==> src/rtl/gpio_port_pkg.sv <==
// Shared register offsets for the I/O port register file.
// Assumes a 3-bit offset space with eight locations.
package gpio_port_pkg;
    localparam int ADDR_W = 3;

    typedef enum logic [ADDR_W-1:0] {
        OFS_PINS  = 3'd0,
        OFS_DOUT  = 3'd1,
        OFS_DIR   = 3'd2,
        OFS_DRIVE = 3'd3,
        OFS_MCELL = 3'd4,
        OFS_MASK  = 3'd5,
        OFS_SNAP  = 3'd6,
        OFS_OEVW  = 3'd7
    } port_ofs_e;
endpackage

==> src/rtl/gpio_reg_bank.sv <==
// Writable registers of the port: output data, direction, drive mode,
// macrocell mask and the masked macrocell flip-flops.
// Assumes a single-cycle write strobe. Every register resets synchronously to 0.
module gpio_reg_bank
    import gpio_port_pkg::*;
#(
    parameter int DATA_W = 8
) (
    input  logic              clk,
    input  logic              rst_n,
    input  logic              wr_en,
    input  logic [ADDR_W-1:0] wr_addr,
    input  logic [DATA_W-1:0] wr_data,
    output logic [DATA_W-1:0] dout_q,
    output logic [DATA_W-1:0] dir_q,
    output logic [DATA_W-1:0] drv_q,
    output logic [DATA_W-1:0] mask_q,
    output logic [DATA_W-1:0] mcell_q
);
    // Register updates. Macrocells load only where the mask bit is 0.
    always_ff @(posedge clk) begin
        if (!rst_n) begin
            dout_q  <= '0;
            dir_q   <= '0;
            drv_q   <= '0;
            mask_q  <= '0;
            mcell_q <= '0;
        end else if (wr_en) begin
            unique case (port_ofs_e'(wr_addr))
                OFS_DOUT:  dout_q  <= wr_data;
                OFS_DIR:   dir_q   <= wr_data;
                OFS_DRIVE: drv_q   <= wr_data;
                OFS_MASK:  mask_q  <= wr_data;
                OFS_MCELL: mcell_q <= (mcell_q & mask_q) | (wr_data & ~mask_q);
                default:   ;
            endcase
        end
    end
endmodule

==> src/rtl/gpio_snap_latch.sv <==
// Input macrocell snapshot. It captures the pin levels on the first clock
// where the strobe is seen high and holds them until the next rising edge.
// Assumes the strobe is already synchronous to clk.
module gpio_snap_latch #(
    parameter int DATA_W = 8
) (
    input  logic              clk,
    input  logic              rst_n,
    input  logic              strobe,
    input  logic [DATA_W-1:0] pins,
    output logic [DATA_W-1:0] snap_q,
    output logic              cap_pulse
);
    logic strobe_d;

    // Rising-edge detect on the strobe.
    assign cap_pulse = strobe & ~strobe_d;

    // Strobe history and snapshot storage.
    always_ff @(posedge clk) begin
        if (!rst_n) begin
            strobe_d <= 1'b0;
            snap_q   <= '0;
        end else begin
            strobe_d <= strobe;
            if (cap_pulse) snap_q <= pins;
        end
    end
endmodule

==> src/rtl/gpio_pin_drive.sv <==
// Per-pin output stage. The enable is direction OR logic term. On the upper
// half of the pins, open-drain mode releases the pin when its data bit is 1.
// Assumes an even DATA_W: the upper half is open-drain capable.
module gpio_pin_drive #(
    parameter int DATA_W = 8
) (
    input  logic [DATA_W-1:0] dout,
    input  logic [DATA_W-1:0] dir,
    input  logic [DATA_W-1:0] drv,
    input  logic [DATA_W-1:0] pld_oe,
    output logic [DATA_W-1:0] pin_out,
    output logic [DATA_W-1:0] pin_oe
);
    localparam int OD_LO = DATA_W / 2;

    assign pin_out = dout;

    for (genvar i = 0; i < DATA_W; i++) begin : g_pin
        if (i >= OD_LO) begin : g_od
            // Open-drain capable pin: a driven 1 becomes a release.
            assign pin_oe[i] = (dir[i] | pld_oe[i]) & ~(drv[i] & dout[i]);
        end else begin : g_pp
            // Push-pull pin: enable straight from direction or logic term.
            assign pin_oe[i] = dir[i] | pld_oe[i];
        end
    end
endmodule

==> src/rtl/gpio_port_regs.sv <==
// Top of the I/O port register file. It decodes bus writes into the
// register bank and registers the read data one clock after bus_rd.
// Assumes the bus keeps the strobes to one cycle and that the open-drain
// selects sit in the upper half of the drive register.
module gpio_port_regs
    import gpio_port_pkg::*;
#(
    parameter int DATA_W = 8,
    localparam int HALF_W = DATA_W / 2
) (
    input  logic              clk,
    input  logic              rst_n,
    input  logic [ADDR_W-1:0] bus_addr,
    input  logic              bus_wr,
    input  logic              bus_rd,
    input  logic [DATA_W-1:0] bus_wdata,
    output logic [DATA_W-1:0] bus_rdata,
    input  logic [DATA_W-1:0] pin_in,
    input  logic [DATA_W-1:0] pld_oe,
    input  logic              imc_strobe,
    output logic [DATA_W-1:0] pin_out,
    output logic [DATA_W-1:0] pin_oe,
    output logic [HALF_W-1:0] slew_sel,
    output logic [DATA_W-1:0] mcell_out
);
    logic [DATA_W-1:0] dout_q, dir_q, drv_q, mask_q, snap_q;
    logic              cap_pulse;
    logic [DATA_W-1:0] rd_mux;

    gpio_reg_bank #(.DATA_W(DATA_W)) u_bank (
        .clk     (clk),
        .rst_n   (rst_n),
        .wr_en   (bus_wr),
        .wr_addr (bus_addr),
        .wr_data (bus_wdata),
        .dout_q  (dout_q),
        .dir_q   (dir_q),
        .drv_q   (drv_q),
        .mask_q  (mask_q),
        .mcell_q (mcell_out)
    );

    gpio_snap_latch #(.DATA_W(DATA_W)) u_snap (
        .clk       (clk),
        .rst_n     (rst_n),
        .strobe    (imc_strobe),
        .pins      (pin_in),
        .snap_q    (snap_q),
        .cap_pulse (cap_pulse)
    );

    gpio_pin_drive #(.DATA_W(DATA_W)) u_drive (
        .dout    (dout_q),
        .dir     (dir_q),
        .drv     (drv_q),
        .pld_oe  (pld_oe),
        .pin_out (pin_out),
        .pin_oe  (pin_oe)
    );

    assign slew_sel = drv_q[HALF_W-1:0];

    // Select the location addressed by the bus.
    always_comb begin
        unique case (port_ofs_e'(bus_addr))
            OFS_PINS:  rd_mux = pin_in;
            OFS_DOUT:  rd_mux = dout_q;
            OFS_DIR:   rd_mux = dir_q;
            OFS_DRIVE: rd_mux = drv_q;
            OFS_MCELL: rd_mux = mcell_out;
            OFS_MASK:  rd_mux = mask_q;
            OFS_SNAP:  rd_mux = snap_q;
            OFS_OEVW:  rd_mux = pin_oe;
            default:   rd_mux = '0;
        endcase
    end

    // Read data register: loads on a read strobe and holds otherwise.
    always_ff @(posedge clk) begin
        if (!rst_n)      bus_rdata <= '0;
        else if (bus_rd) bus_rdata <= rd_mux;
    end
endmodule

==> config.mk <==
export PLATFORM = sky130hd
export DESIGN_NAME = gpio_port_regs
export DESIGN_NICKNAME = d
export VERILOG_FILES = /design/src/rtl/gpio_port_pkg.sv /design/src/rtl/gpio_reg_bank.sv /design/src/rtl/gpio_snap_latch.sv /design/src/rtl/gpio_pin_drive.sv /design/src/rtl/gpio_port_regs.sv
export SDC_FILE = /design/constraint.sdc
export NUM_CORES = 1
export LEC_CHECK = 0
export CORE_UTILIZATION = 52
export DETAILED_ROUTE_END_ITERATION = 16
export PLACE_DENSITY_LB_ADDON = 0.3
export SETUP_SLACK_MARGIN = 0.4
export SYNTH_ARGS = -nofsm -noshare
export SYNTH_HDL_FRONTEND = slang
export SYNTH_SLANG_ARGS = --single-unit
export TNS_END_PERCENT = 30
==> constraint.sdc <==
create_clock -name clk -period 4.3 [get_ports clk]
set_clock_uncertainty 0.2 [all_clocks]
set_input_delay 1.075 -clock clk [delete_from_list [all_inputs] [get_ports clk]]
set_output_delay 1.075 -clock clk [all_outputs]
set_load 0.01 [all_outputs]
After elaboration in Yosys (flattened, before gate mapping)

Cells that the tools add are included.

Bits in registers: 57
Bits of input ports: 32
Output and inout port bits: 36

Equality and inequality tests: 7
Muxes and demuxes: 1
Bitwise logic cells: 26
Reductions and logical operators: 6

Operator list:

| operator           | number |
|---|---|
| $pmux 8 s8         | 1 |
| $and 8x8->8        | 2 |
| $eq 3x3->1 const B | 4 |
| $reduce_and 2->1   | 5 |
| $and 1x1->1        | 9 |
| $not 8->8          | 1 |
| $or 1x1->1         | 8 |
| $or 8x8->8         | 1 |
| $eq 3x2->1 const B | 2 |
| $not 1->1          | 5 |
| $eq 3x1->1 const B | 1 |
| $logic_not 3->1    | 1 |

Longest topological paths before layout

Gate-level depths: netlist of the first run.

Word-level depth: 4
Mapped depth: 6
Depth with buffers taken out: 4

Hierarchy

Synthesis of the first run repeated with hierarchy kept, for this count alone.

Cell total of the unflattened synthesis: 311
Area total of the unflattened synthesis: 2832.7 µm²

Modules (own cells, without submodules):

| module          | instances | cells each | area each (µm²) | seq. area each (µm²) |
|---|---|---|---|---|
| gpio_reg_bank   | 1         | 154        | 1502.7          | 800.8 |
| gpio_port_regs  | 1         | 103        | 832.0           | 160.2 |
| gpio_snap_latch | 1         | 38         | 377.9           | 180.2 |
| gpio_pin_drive  | 1         | 16         | 120.1           | 0.0 |

Worst setup path before layout of the first run

No wires, ideal clock.

Path kind: input -> output
Start point: in pld_oe[0]
End point: out pin_oe[0]
Data arrival time: 1.373 ns
Path slack: 1.652 ns
Stages on the path: 1
Buffers on the path: 0
Cells stage by stage: or2_2

Longest elaborated chain between the ends: 1

Ends and longest elaborated chain:

| item               | line                 | RTL |
|---|---|---|
| start: declaration | gpio_port_regs.sv:19 | `input logic [DATA_W-1:0] pld_oe,` |
| $or 1x1->1         | gpio_pin_drive.sv:24 | `assign pin_oe[i] = dir[i] \| pld_oe[i];` |
| end: declaration   | gpio_port_regs.sv:22 | `output logic [DATA_W-1:0] pin_oe,` |

No other way between the ends.

Worst setup path after layout of the first run

Start point: in pld_oe[7]
End point: out pin_oe[7]

Longest elaborated chain between the ends: 2

Ends and longest elaborated chain:

| item        | line                 | RTL |
|---|---|---|
| $or 1x1->1  | gpio_pin_drive.sv:21 | `assign pin_oe[i] = (dir[i] \| pld_oe[i]) & ~(drv[i] & dout[i]);` |
| $and 1x1->1 | gpio_pin_drive.sv:21 |  |

No other way between the ends.

==> impl_metrics.ini, run 1 <==
[status]
status = complete, no violations

[hold_path]
holdPathStages = 2
min_path_type = reg2reg

[layout]
layout_common_cells = 81 x nand2_1, 67 x clkdlybuf4s50_1, 57 x dfxtp_1
syn_to_final_growth_pct = 31.05
finalNonFillerCells = 482
fillers = 421
drive_gt1_frac = 0.08252
fin_area_um2 = 3755
final_common_cell = nand2_1
nNetsFinal = 439
diodes = 0

[power_and_ir_drop]
power_leakage_nw = 1.378
p_per_area_nw_per_um2 = 356.4
finalPower_w = 0.001338
ir_drop_uv = 276.3

[sta]
max_freq_mhz = 276.9
worst_pin_slew_ns = 0.9203
setup_violations = 0
setup_tns_ns = 0
hold_viol = 0
period_share = 0.8398
maxSlewViolCount = 0
finalCriticalPeriod_ns = 3.611
slew_headroom = 0.3852
timing.hold.ws_ns = 0.2683
rsz0062_at_grt = false

[grt]
grt-ovfl-total = 0
antenna_found_initial = 0
grt_max_degree = 40
grt_usage = 0.2864
grt_pass1_wl_um = 12850
grt_pass1_vias = 2555

[floorplan]
die_y_um = 76.23
die-area_um2 = 5811
num_rows = 26
coreArea_um2 = 5205
fp.dieW_um = 76.23
start_util = 0.5505
io_pins = 68

[clock_tree]
postCtsResizedCells = 0
clkLatencyLatePin_ns = 0.35
post_cts_buffers = 0
cts_tree = done
cts_buffers = 9
path_clk_slew_ns = 0.06
clockBufferDepth = 2
postCtsHoldBufs = 0
clock-root-buffer = clkbuf_8
htree_levels = 3
cts.sinks = 57

[worst_setup_path]
critPathKind = in2out
critPathMaxFanout = 2
worst_path_largest_cell_delay_ns = 0.58
worstPathRequired_ns = 3.02
startpoint_type = input pin
path_cells = clkdlybuf4s50_1, nor2_1, a21oi_1, clkdlybuf4s50_1
path_common_cell = clkdlybuf4s50_1
arrival_ns = 2.34
crit_path_end_kind = output port
reg2reg_depth = 3
slowest_stage = clkdlybuf4s50_1

[placed_design]
place_inst = 466
globalplace.congestion = 0.8708
place_area_um2 = 3520
place_hpwl_um = 5554
io_buffers = 67

[synthesis]
synth_edf_count = 0
synth-seq-area-share = 0.3983
syn_area_per_cell_um2 = 8.281
netlist.area_leader.share = 0.3983
yosys.cell_types.count = 47
postSynthCellCount = 346
async_reset_ff_frac = 0
synth_flop_cell = dfxtp_1
yosysTopAreaCell = dfxtp_1
yosysWarnings = 0
synthTopCellsByArea = dfxtp_1 40%, nand2_1 11%, a21boi_0 10%, mux2i_1 5.6%, nor2_1 3.1%
ys_ff_latch = 57
synth_nets = 378
synth_area_um2 = 2865

[routing]
vias_per_cell = 5.649
wl_per_cell_um = 16.36
vias = 2723
first_iter_violations = 284
drc = 0
antenna_left = 0
drt_first_pass_iters = 4
wirelength_um = 7886

[flow_run]
maxCapViolations = 0
==> synth_stat cells (all sizes together) (4+ instances only) <==
library cell / count
nor2b: 12
inv: 6
o21ai: 15
clkbuf: 7
mux2i: 16
nand2b: 7
mux2: 4
nor2: 27
a21oi: 14
dfxtp: 57
nand2: 82
buf: 14
a21boi: 41
==> cell families after synthesis <==
logic type	synth area share
compound gates	0.2498
buf+inv	0.05458
simple gates	0.2258
flops	0.3983
mux	0.07161
==> where the power goes <==
part / switching (W) / internal [W] / leakage (nW) / total [W]
Clock: 0.000220 / 0.000385 / 0.118 / 0.000605
Sequential: 0.0000126 / 0.000546 / 0.464 / 0.000558
Combinational: 0.0000861 / 0.0000887 / 0.797 / 0.000175
Total: 0.000319 / 0.00102 / 1.38 / 0.00134
==> path summary, 6_finish.rpt <==
kind	end	startpoint	slack, ns
min reg2reg	bus_rdata[7]	bus_rdata[7]	0.27
min	bus_rdata[7]	bus_rdata[7]	0.27
max reg2reg	u_snap.snap_q[7]	u_snap.strobe_d	2.66
max	pin_oe[7]	pld_oe[7]	0.69
==> worst max-delay path, delay by kind of cell <==
kind / cells / cell delay (ns)
AOI/OAI and AO/OA: 1 / 0.20
buffers and inverters: 2 / 1.03
and+or+nand+nor: 1 / 0.03
==> stage by stage <==
step,utilization,setup WS (ns)
floorplan,-,1.652
global placement,0.6762,0.7140
detailed placement,0.6762,0.6904
CTS,0.7214,0.6890
global route,0.7214,0.6481
finish,0.7214,0.6889
==> final cells by class <==
| cell class | instances | area (um^2) | share of cell area |
|---|---|---|---|
| clock buffers | 11 | 131.4 | 0.03499 |
| clock inverters | 5 | 103.9 | 0.02766 |
| inverters | 6 | 22.52 | 0.005998 |
| multi-input cells | 262 | 1568 | 0.4175 |
| flip-flops and latches | 57 | 1141 | 0.3039 |
| well taps | 70 | 87.58 | 0.02333 |
| repair buffers | 71 | 700.7 | 0.1866 |
==> layer usage <==
| metal | share of wire | track usage | wire [um] | up-vias |
|---|---|---|---|---|
| met5 | 0 | 0 | 0 | - |
| met4 | 0.014 | 0.1000 | 111 | 0 |
| met3 | 0.073 | 0.08383 | 574 | 13 |
| met2 | 0.48 | 0.4595 | 3751 | 94 |
| met1 | 0.44 | 0.3656 | 3449 | 1293 |
| li1 | - | - | - | 1323 |
Power figures use the tool's default switching activity.
==> inputs of run 2 (changes only) <==
--- a/config.mk
+++ b/config.mk
@@ -5,7 +5,7 @@
 export SDC_FILE = /design/constraint.sdc
 export NUM_CORES = 1
 export LEC_CHECK = 0
-export CORE_UTILIZATION = 52
+export CORE_UTILIZATION = 45
 export DETAILED_ROUTE_END_ITERATION = 16
 export PLACE_DENSITY_LB_ADDON = 0.3
 export SETUP_SLACK_MARGIN = 0.4
==> constraint.sdc (replaced) <==
create_clock -name clk -period 3.2 [get_ports clk]
set_clock_uncertainty 0.2 [all_clocks]
set_input_delay 0.8 -clock clk [delete_from_list [all_inputs] [get_ports clk]]
set_output_delay 0.8 -clock clk [all_outputs]
set_load 0.01 [all_outputs]
==> impl_metrics.ini, run 2 (synthesis gave the netlist of run 1 again) <==
[clock_tree]
cts_buffers = 9
postCtsHoldBufs = 0
cts_tree = done
clkLatencyLatePin_ns = 0.34
postCtsResizedCells = 2
cts.sinks = 57
htree_levels = 3
path_clk_slew_ns = 0.06
clock-root-buffer = clkbuf_8
clockBufferDepth = 2
post_cts_buffers = 0

[floorplan]
num_rows = 28
coreArea_um2 = 6026
fp.dieW_um = 81.80
die-area_um2 = 6690
die_y_um = 81.80
start_util = 0.4755
io_pins = 68

[layout]
nNetsFinal = 443
syn_to_final_growth_pct = 30.70
fillers = 530
seq_area_um2 = 1141
final_common_cell = nand2_1
diodes = 0
fin_area_um2 = 3745
drive_gt1_frac = 0.09135
multiInputGateArea_um2 = 1568
layout_common_cells = 81 x nand2_1, 63 x clkdlybuf4s50_1, 57 x dfxtp_1
fin_util = 0.6215

[placed_design]
io_buffers = 67
place_area_um2 = 3568
globalplace.congestion = 0.8586
place_hpwl_um = 5861
pre_cts_slack_ns = 0.1586

[grt]
grt_usage = 0.2615
antenna_found_initial = 0
grt_max_degree = 36
grt_pass1_vias = 2571
grt-ovfl-total = 0
grt_pass1_wl_um = 12890

[power_and_ir_drop]
p_sw_w = 0.0004154
p_int_w = 0.001176
p_comb_frac = 0.151
sw_frac_of_total = 0.2610
p_per_area_nw_per_um2 = 424.9
ir_drop_uv = 279.0
power.share.clock = 0.377
finalPower_w = 0.001591
power_leakage_nw = 1.398
seqPwrFrac = 0.472

[routing]
wirelength_um = 8205
first_iter_violations = 226
vias = 2778
wl_per_cell_um = 16.71
vias_per_cell = 5.658
drt_first_pass_iters = 6
antenna_left = 0
drc = 0

[worst_setup_path]
cp.buffers_inverters = 2
crit_family = buffers and inverters
reg2reg_depth = 4
crit_path_end_kind = output port
startpoint_type = input pin
arrival_ns = 1.99
reg2reg_slack_ns = 1.79
path_common_cell = clkdlybuf4s50_1
r2r_start = u_bank.mask_q[5]
worst_path_largest_cell_delay_ns = 0.49
r2r_end = bus_rdata[5]
slowest_stage = clkdlybuf4s50_1
critPathKind = in2out
critPathMaxFanout = 2
worstPathRequired_ns = 2.20
path_cells = clkdlybuf4s50_1, or2_2, clkdlybuf4s50_1

[sta]
worst_pin_slew_ns = 0.3957
slew_headroom = 0.7355
finalCriticalPeriod_ns = 2.995
period_share = 0.9358
setup_violations = 0
setup_tns_ns = 0
post-route-worst-setup-slack_ns = 0.2054
max_freq_mhz = 333.9
maxSlewViolCount = 0
rsz0062_at_grt = true
hold_viol = 0

[hold_path]
hp-start = bus_rdata[5]
holdPathStages = 2
hold_end = bus_rdata[5]
min_path_type = reg2reg

[status]
status = complete, no violations

[flow_run]
maxCapViolations = 0
## run 2: layer usage
metal / vias up / routed length (um) / GRT usage
met1: 1326 / 3695 / 0.3518
li1: 1328 / - / -
met4: 0 / 146 / 0.1053
met3: 13 / 567 / 0.04556
met5: - / 0 / 0
met2: 111 / 3797 / 0.4124
## run 2: how the worst max path moves through the flow
stage | start | end | cells past startpoint
floorplan | pld_oe[0] | pin_oe[0] | 1
global placement | pld_oe[7] | pin_oe[7] | 4
detailed placement | pld_oe[7] | pin_oe[7] | 4
CTS | pld_oe[4] | pin_oe[4] | 4
global route | pld_oe[1] | pin_oe[1] | 3
finish | pld_oe[1] | pin_oe[1] | 3
## run 2: power by group through the flow
stage	clock [W]	sequential, W	combinational [W]
final	0.000600	0.000751	0.000240
after global routing	0.000635	0.000753	0.000259
after CTS	0.000600	0.000751	0.000239
after detailed placement	0	0.000766	0.000238
after global placement	0	0.000765	0.000234
after floorplan	0	0.000766	0.000122
## run 2: tightest hold or removal path, cell delays in order (launching register included)
cell and delay (ns):
dfxtp_1 0.33, nand2_1 0.06, o41ai_2 0.05
## run 2: layout make-up
| class | instances | share of cell area |
|---|---|---|
| multi-input cells | 262 | 0.4186 |
| flip-flops and latches | 57 | 0.3047 |
| repair buffers | 75 | 0.1991 |
| clock buffers | 13 | 0.04243 |
| well taps | 75 | 0.02506 |
| inverters | 6 | 0.006014 |
| clock inverters | 3 | 0.004009 |
## run 2: metrics by stage
step / hold WS [ns] / cells
after global placement: 0.2529 / 475
final: 0.2689 / 491
after floorplan: 0.2438 / 346
after detailed placement: 0.2576 / 475
after global routing: 0.2946 / 491
after CTS: 0.2721 / 491
